==> config.mk <==
export PLATFORM = sky130hd
export DESIGN_NAME = resv_monitor
export DESIGN_NICKNAME = d
export VERILOG_FILES = /design/src/rtl/resv_pkg.sv /design/src/rtl/resv_ctrl.sv /design/src/rtl/resv_datapath.sv /design/src/rtl/resv_monitor.sv
export SDC_FILE = /design/constraint.sdc
export NUM_CORES = 1
export LEC_CHECK = 0
export BUFFER_PORTS_ARGS = -buffer_cell sky130_fd_sc_hd__buf_2
export CAP_MARGIN = 10
export CORE_ASPECT_RATIO = 2
export CORE_MARGIN = 2
export CORE_UTILIZATION = 55
export DETAILED_ROUTE_END_ITERATION = 6
export GPL_TIMING_DRIVEN = 0
export PLACE_DENSITY_LB_ADDON = 0.1
export REMOVE_ABC_BUFFERS = 1
export SYNTH_ARGS = -nofsm -noshare
export SYNTH_HDL_FRONTEND = slang
export SYNTH_SLANG_ARGS = --single-unit
==> constraint.sdc <==
create_clock -name clk -period 2.2 [get_ports clk]
set_clock_uncertainty 0.15 [all_clocks]
set_input_delay 0.22 -clock clk [delete_from_list [all_inputs] [get_ports clk]]
set_output_delay 0.22 -clock clk [all_outputs]
set_load 0.03 [all_outputs]
==> src/rtl/resv_pkg.sv <==
package resv_pkg;

  typedef enum logic [1:0] {
    ACC_NONE = 2'b00,
    ACC_LL   = 2'b01,
    ACC_SC   = 2'b10,
    ACC_ST   = 2'b11
  } accKind_e;

  // strobes from the control decoder to the per-context datapath
  typedef struct packed {
    logic setLock;   // load-locked from the selected context
    logic clrOwn;    // failed conditional: drop the issuer's flag
    logic clrMatch;  // memory written: drop every matching reservation
    logic cntInc;    // failed conditional: bump issuer's count
    logic cntClr;    // success or uncacheable: restart issuer's count
  } resvStrobe_t;

endpackage

==> src/rtl/resv_ctrl.sv <==
module resv_ctrl
  import resv_pkg::*;
(
  input  logic        clk,
  input  logic        rstN,
  input  logic        accValid,
  input  logic [1:0]  accType,
  input  logic        accUncached,
  input  logic        ownHit,
  output resvStrobe_t strobe,
  output logic        scDone,
  output logic        scSuccess
);

  accKind_e kind;
  logic isLl, isSc, isSt, scCached, scUncached;

  assign kind       = accKind_e'(accType);
  assign isLl       = accValid && (kind == ACC_LL);
  assign isSc       = accValid && (kind == ACC_SC);
  assign isSt       = accValid && (kind == ACC_ST);
  assign scCached   = isSc && !accUncached;
  assign scUncached = isSc && accUncached;

  always_comb begin
    strobe          = '0;
    strobe.setLock  = isLl;
    strobe.clrOwn   = scCached && !ownHit;
    strobe.cntInc   = scCached && !ownHit;
    strobe.clrMatch = isSt || scUncached || (scCached && ownHit);
    strobe.cntClr   = scUncached || (scCached && ownHit);
  end

  always_ff @(posedge clk) begin
    if (!rstN) begin
      scDone    <= 1'b0;
      scSuccess <= 1'b0;
    end else begin
      scDone <= scCached;
      if (scCached) scSuccess <= ownHit;
    end
  end

  // a conditional issued without a valid matching reservation reports failure
  a_r2_miss_fails : assert property (@(posedge clk) disable iff (!rstN)
    (scCached && !ownHit) |=> (scDone && !scSuccess));

  // a conditional with a live matching reservation reports success
  a_r2_hit_succeeds : assert property (@(posedge clk) disable iff (!rstN)
    (scCached && ownHit) |=> (scDone && scSuccess));

  // uncacheable conditional produces no result and keeps the old one
  a_r7_uncached_silent : assert property (@(posedge clk) disable iff (!rstN)
    scUncached |=> (!scDone && $stable(scSuccess)));

  // idle cycles never produce a result
  a_r9_idle_quiet : assert property (@(posedge clk) disable iff (!rstN)
    !accValid |=> !scDone);

endmodule

==> src/rtl/resv_datapath.sv <==
module resv_datapath
  import resv_pkg::*;
#(
  parameter int NUM_CTX     = 4,
  parameter int ADDR_W      = 32,
  parameter int GRAN_BITS   = 4,
  parameter int WARN_PERIOD = 100000,
  localparam int CTX_W      = (NUM_CTX > 1) ? $clog2(NUM_CTX) : 1,
  localparam int TAG_W      = ADDR_W - GRAN_BITS,
  localparam int CNT_W      = (WARN_PERIOD > 1) ? $clog2(WARN_PERIOD) : 1
) (
  input  logic               clk,
  input  logic               rstN,
  input  logic [CTX_W-1:0]   accCtx,
  input  logic [ADDR_W-1:0]  accAddr,
  input  resvStrobe_t        strobe,
  output logic               ownHit,
  output logic [NUM_CTX-1:0] warnPulse
);

  localparam logic [CNT_W-1:0] CNT_LAST = CNT_W'(WARN_PERIOD - 1);

  logic [TAG_W-1:0]   accTag;
  logic [NUM_CTX-1:0] lockFlag;
  logic [NUM_CTX-1:0] tagMatch;
  logic [NUM_CTX-1:0] ctxSel;

  assign accTag = accAddr[ADDR_W-1:GRAN_BITS];

  for (genvar i = 0; i < NUM_CTX; i++) begin : g_ctx
    logic [TAG_W-1:0] resvTag;
    logic             flagQ;
    logic [CNT_W-1:0] failCnt;
    logic             warnQ;

    assign ctxSel[i]    = (accCtx == CTX_W'(i));
    assign tagMatch[i]  = (resvTag == accTag);
    assign lockFlag[i]  = flagQ;
    assign warnPulse[i] = warnQ;

    always_ff @(posedge clk) begin
      if (!rstN) begin
        resvTag <= '0;
        flagQ   <= 1'b0;
      end else if (strobe.setLock && ctxSel[i]) begin
        resvTag <= accTag;
        flagQ   <= 1'b1;
      end else if (strobe.clrOwn && ctxSel[i]) begin
        flagQ <= 1'b0;
      end else if (strobe.clrMatch && tagMatch[i]) begin
        flagQ <= 1'b0;
      end
    end

    always_ff @(posedge clk) begin
      if (!rstN) begin
        failCnt <= '0;
        warnQ   <= 1'b0;
      end else begin
        warnQ <= 1'b0;
        if (ctxSel[i] && strobe.cntClr) begin
          failCnt <= '0;
        end else if (ctxSel[i] && strobe.cntInc) begin
          if (failCnt == CNT_LAST) begin
            failCnt <= '0;
            warnQ   <= 1'b1;
          end else begin
            failCnt <= failCnt + 1'b1;
          end
        end
      end
    end

    // load-locked leaves the issuing context holding a reservation
    a_r1_ll_sets : assert property (@(posedge clk) disable iff (!rstN)
      (strobe.setLock && ctxSel[i]) |=> lockFlag[i]);

    // a memory write drops every reservation on its granule
    a_r5_match_cleared : assert property (@(posedge clk) disable iff (!rstN)
      (strobe.clrMatch && tagMatch[i]) |=> !lockFlag[i]);

    // a failed conditional from another context leaves this flag alone
    a_r3_fail_isolated : assert property (@(posedge clk) disable iff (!rstN)
      (strobe.clrOwn && !ctxSel[i]) |=> (lockFlag[i] == $past(lockFlag[i])));

    // with no strobe active, the reservation flag holds
    a_r9_flag_stable : assert property (@(posedge clk) disable iff (!rstN)
      (strobe == '0) |=> $stable(lockFlag[i]));
  end

  always_comb begin
    ownHit = 1'b0;
    for (int k = 0; k < NUM_CTX; k++) begin
      if (ctxSel[k] && lockFlag[k] && tagMatch[k]) ownHit = 1'b1;
    end
  end

  // only the single accessing context can ever raise a warning
  a_r6_warn_onehot : assert property (@(posedge clk) disable iff (!rstN)
    $onehot0(warnPulse));

endmodule

==> src/rtl/resv_monitor.sv <==
module resv_monitor
  import resv_pkg::*;
#(
  parameter int NUM_CTX     = 4,
  parameter int ADDR_W      = 32,
  parameter int GRAN_BITS   = 4,
  parameter int WARN_PERIOD = 100000,
  localparam int CTX_W      = (NUM_CTX > 1) ? $clog2(NUM_CTX) : 1
) (
  input  logic               clk,
  input  logic               rstN,
  input  logic               accValid,
  input  logic [1:0]         accType,
  input  logic [CTX_W-1:0]   accCtx,
  input  logic [ADDR_W-1:0]  accAddr,
  input  logic               accUncached,
  output logic               scDone,
  output logic               scSuccess,
  output logic [NUM_CTX-1:0] warnPulse
);

  resvStrobe_t strobe;
  logic        ownHit;

  resv_ctrl u_ctrl (
    .clk        (clk),
    .rstN       (rstN),
    .accValid   (accValid),
    .accType    (accType),
    .accUncached(accUncached),
    .ownHit     (ownHit),
    .strobe     (strobe),
    .scDone     (scDone),
    .scSuccess  (scSuccess)
  );

  resv_datapath #(
    .NUM_CTX    (NUM_CTX),
    .ADDR_W     (ADDR_W),
    .GRAN_BITS  (GRAN_BITS),
    .WARN_PERIOD(WARN_PERIOD)
  ) u_dp (
    .clk      (clk),
    .rstN     (rstN),
    .accCtx   (accCtx),
    .accAddr  (accAddr),
    .strobe   (strobe),
    .ownHit   (ownHit),
    .warnPulse(warnPulse)
  );

  // outputs are quiet in the first cycle after reset is released
  a_r8_reset_quiet : assert property (@(posedge clk)
    $rose(rstN) |-> (!scDone && !scSuccess && (warnPulse == '0)));

endmodule

==> results by stage <==
Status:
- The run finished, with violations left.
- The checks that failed: negative setup slack.

Critical path:
- The worst setup path is of the reg -> reg kind.
- Data on the critical path arrives at its endpoint at 2.63 ns.
- The cell with the largest stage delay on the worst path is a32o_4.
- Data on the critical path is required at its endpoint by 2.37 ns.
- The highest net fanout along the worst path is 8.
- The number of cell instances on the worst register-to-register path is 9.
- The signal on the critical path passes through xnor2_2 > nand4_1 > nor4_4 > buf_4 > a32o_4 > or2_4 > buf_8 > o221ai_2 > nor2_1.
- The biggest cell delay along the critical path is 0.40 ns.
- Across all register-to-register paths, the minimum setup slack is -0.26 ns.
- The kind of end point of the critical path is a flip-flop.
- In this run the critical register-to-register path is captured at u_dp.g_ctx[0].failCnt[5].
- The capture point of the worst path is u_dp.g_ctx[0].failCnt[5].
- In this run the critical register-to-register path is launched from u_dp.g_ctx[1].resvTag[12].
- The type of element launching the critical path is a flip-flop.
- Tracing the worst setup path back leads to its startpoint at u_dp.g_ctx[1].resvTag[12].

STA:
- The final-report max-slew violation count is 0.
- Once routing completed, OpenROAD measured the worst setup slack at -0.261 ns.
- The slew of the pin with the lowest slew margin is 1.22 ns.
- Setup repair after global routing could not meet its margin everywhere.
- The count of final hold-check violations was 0.
- After layout, the minimum clock period comes to 2.46 ns.
- Setup violations remaining at the end of the flow were counted as 72.
- The maximum clock frequency is 406 MHz.
- The worst relative slew slack is 18.3%.
- The final clock period utilization by the worst path is 112%.

Power and ir drop:
- Dividing total power by cell area gives a power density of 623 mW/mm^2.
- For this design the total switching power over the nets is 1.89 mW.
- IR analysis of the VDD net gives a maximum drop of 0.580 mV.
- Net switching is 26.6% of the power.
- Combinational cells account for 8.9% of the total power.
- Sequential cells burn 48.9% of the power.
- The post-route total power is 7.13 mW.
- The cell-internal power is 5.24 mW.
- The cell leakage power is 3.69 nW.
- Per report_power, the clock group accounts for 42.2% of the total.

Clock network:
- The H-tree generated during clock tree synthesis spans 4 levels.
- After clock tree synthesis, the clock-pin slew on the worst setup and hold paths is 0.08 ns.
- The latest clock arrival within the worst-skew pair is 0.44 ns.
- TritonCTS built the clock tree.
- The CTS root buffer is clkbuf_16.
- Counting the buffers created by CTS gives 17.
- The clock net in this run drives a total of 190 sinks.
- The maximum count of clock buffers along a single path is 2.

Route:
- The final wirelength is 27,000 um.
- The first detailed-routing pass ran for 5 iterations.
- The total DRC errors in the routed layout is 0.
- The routed layout has 8,541 vias.
- The number of DRC markers after the initial detailed-route iteration is 571.
- The average wire per standard cell is 18.9 um.
- The routed via count divided by cell count is 5.98.
- The count of nets left with antenna violations after detail routing is 0.

Global routing:
- The maximum number of pins on one net before global-route repair is 77.
- The total overflow reported by the global router is 0.
- Across every metal layer, demand over resource in global routing totals 29.2%.
- The global-route wire length before repair is 41,100 um.
- The number of global-route vias before repair is 7,888.
- The initial antenna violation count is 0.

Die:
- The die extent in y is 187 um.
- The region available for standard cell placement spans 0.0166 mm^2.
- For this configuration, the core starts out at a cell density of 55.7%.
- The die span in x is 95.7 um.
- 46 I/O pins were placed.
- The die covers 0.0179 mm^2.
- The row count is 67.

Logic synthesis:
- After synthesis the netlist holds a flip-flop and latch count of 190.
- Yosys attributes the largest share of cell area to dfxtp_1 41%, xnor2_1 12%, nand2_1 11%.
- The number of enable-type register cells in the synthesized netlist is 0.
- The most common flop cell mapped by yosys is dfxtp_1.
- Among all cell types in the netlist, the one instantiated most often is nand2_1.
- The number of cells produced by synthesis is 1,157.
- The mapped netlist covers 0.00925 mm^2.
- After synthesis, the netlist uses 52 different library cells.
- The Yosys step of the flow raised 0 warnings.
- The top cell type by total area after synthesis is dfxtp_1.
- Sequential elements use 41.1% of the synthesized area.
- Of all flip-flops after synthesis, the portion carrying an async set or reset was 0%.
- The commonest cells after synthesis are 272 x nand2_1, 190 x dfxtp_1, 130 x xnor2_1.
- Of the post-synthesis cell area, the dominant cell type holds 41.1%.
- Each instance of the synthesized netlist takes up on average 7.99 um^2.

Layout:
- The net total in the final layout is 1,253.
- After routing the design area is 0.0115 mm^2.
- The filler cells instantiated in the layout total 1,316.
- In the final layout, the share of cells above drive strength 1 is 19.8%.
- Relative to the synthesized area, the layout overhead comes to 23.9%.
- The antenna diode count is 0.

Hold path:
- The path class of the lowest-slack min-delay path is in -> reg.

Place:
- Routability-driven placement finished with a final weighted congestion of 0.810.
- The post-detailed-placement cell area is 0.00941 mm^2.
- The count of buffers added on input and output ports is 41.
- The final HPWL from detailed placement is 14,300 um.

Job:
- The tool flagged a number of max-cap violations equal to 0.
-- worst min path at each step --
| stage | start | end | cells after the start |
|---|---|---|---|
| after floorplan | accAddr[4] | u_dp.g_ctx[0].resvTag[0] | 2 |
| after global placement | u_dp.g_ctx[1].flagQ | u_dp.g_ctx[1].flagQ | 2 |
| after detailed placement | u_dp.g_ctx[3].resvTag[16] | u_dp.g_ctx[3].resvTag[16] | 2 |
| after CTS | accAddr[25] | u_dp.g_ctx[0].resvTag[21] | 3 |
| after global routing | accAddr[25] | u_dp.g_ctx[0].resvTag[21] | 3 |
| final | accAddr[24] | u_dp.g_ctx[0].resvTag[20] | 3 |
-- critical path, delay by kind of cell (launching register included) --
| family | cells | cell delay [ns] |
|---|---|---|
| buf+inv | 2 | 0.31 |
| flops | 1 | 0.34 |
| xor+xnor | 1 | 0.15 |
| compound gates | 2 | 0.74 |
| simple gates | 4 | 0.65 |
-- layout make-up --
| type | count | area, um^2 | area share [%] |
|---|---|---|---|
| inverters | 5 | 21.3 | 0.186 |
| repair buffers | 118 | 1070 | 9.37 |
| flip-flops and latches | 190 | 3830 | 33.4 |
| multi-input cells | 877 | 5700 | 49.8 |
| clock buffers | 19 | 443 | 3.87 |
| clock inverters | 13 | 121 | 1.06 |
| well taps | 207 | 259 | 2.26 |
-- routing by layer --
metal / global-route usage (%) / wire length (um) / vias to the layer above
met5: 0 / 0 / -
met4: 13.5 / 945 / 0
met3: 4.96 / 1730 / 83
met2: 47.4 / 13500 / 357
met1: 37.3 / 10800 / 4086
li1: - / - / 4015
-- sequential cells by signal, indices dropped and copies added, names as in the netlist --
name,count
u_dp.g_ctx.failCnt,68
u_ctrl.scDone,1
u_dp.g_ctx.warnQ,4
u_dp.g_ctx.flagQ,4
u_dp.g_ctx.resvTag,112
u_ctrl.scSuccess,1
-- logic make-up (layout without fill, tap and decap cells) --
logic type,Yosys count,after routing,synth area share [%]
and+or+nand+nor,546,546,27.7
adders and majority gates,4,4,0.541
muxes,4,4,0.433
DFF,190,190,41.1
buffers and inverters,96,155,5.17
AOI/OAI and AO/OA,151,157,9.28
xor gates and xnor gates,166,166,15.7
-- placed cells by master, fill, tap and decap left out, types with 5 or more instances in the layout --
master / instances
buf_2: 41
buf_4: 25
xnor2_2: 9
inv_8: 5
xor2_2: 11
dlygate4sd3_1: 30
xor2_1: 25
nor2_1: 61
nand2_1: 272
and3_1: 14
buf_8: 5
nand4_1: 36
nor4_1: 15
nand3_1: 18
nor4_4: 11
xnor2_1: 121
o21ai_0: 7
dfxtp_1: 170
nor4_2: 12
dfxtp_2: 20
nor3_2: 7
a21oi_1: 120
or3_1: 10
nor2_2: 11
and2_1: 5
buf_6: 8
clkbuf_16: 18
nor3_1: 30
nor4b_1: 5
-- power by group through the flow --
stage	combinational [mW]	clock, mW	sequential [mW]
CTS	0.591	3.02	3.49
global route	0.674	3.17	3.49
finish	0.637	3.01	3.49
global placement	0.428	0	3.56
floorplan	0.240	0	3.56
detailed placement	0.448	0	3.57
-- what timing repair did --
action	CTS	global route
endpoints found under the hold margin	95	0
pin swaps	68	23
cloned	5	3
gates resized for setup	85	58
buffers inserted	32	7
endpoints found under the setup margin	77	77
hold buffers	30	0
-- metrics by stage --
stage | worst slack [ns] | util [%] | instances | hold WS [ns] | setup TNS [ns]
global route | -0.305 | 69.0 | 1429 | 0.00316 | -15.99
finish | -0.261 | 69.0 | 1429 | 0.00275 | -12.23
global placement | -1.99 | 55.7 | 1314 | 0.301 | -298.50
floorplan | -0.547 | - | 1066 | 0.206 | -45.32
CTS | -0.185 | 66.6 | 1420 | 0.00307 | -7.90
detailed placement | -1.51 | 56.7 | 1321 | 0.309 | -97.80
Note: power is estimated with default switching activity, not from simulation.
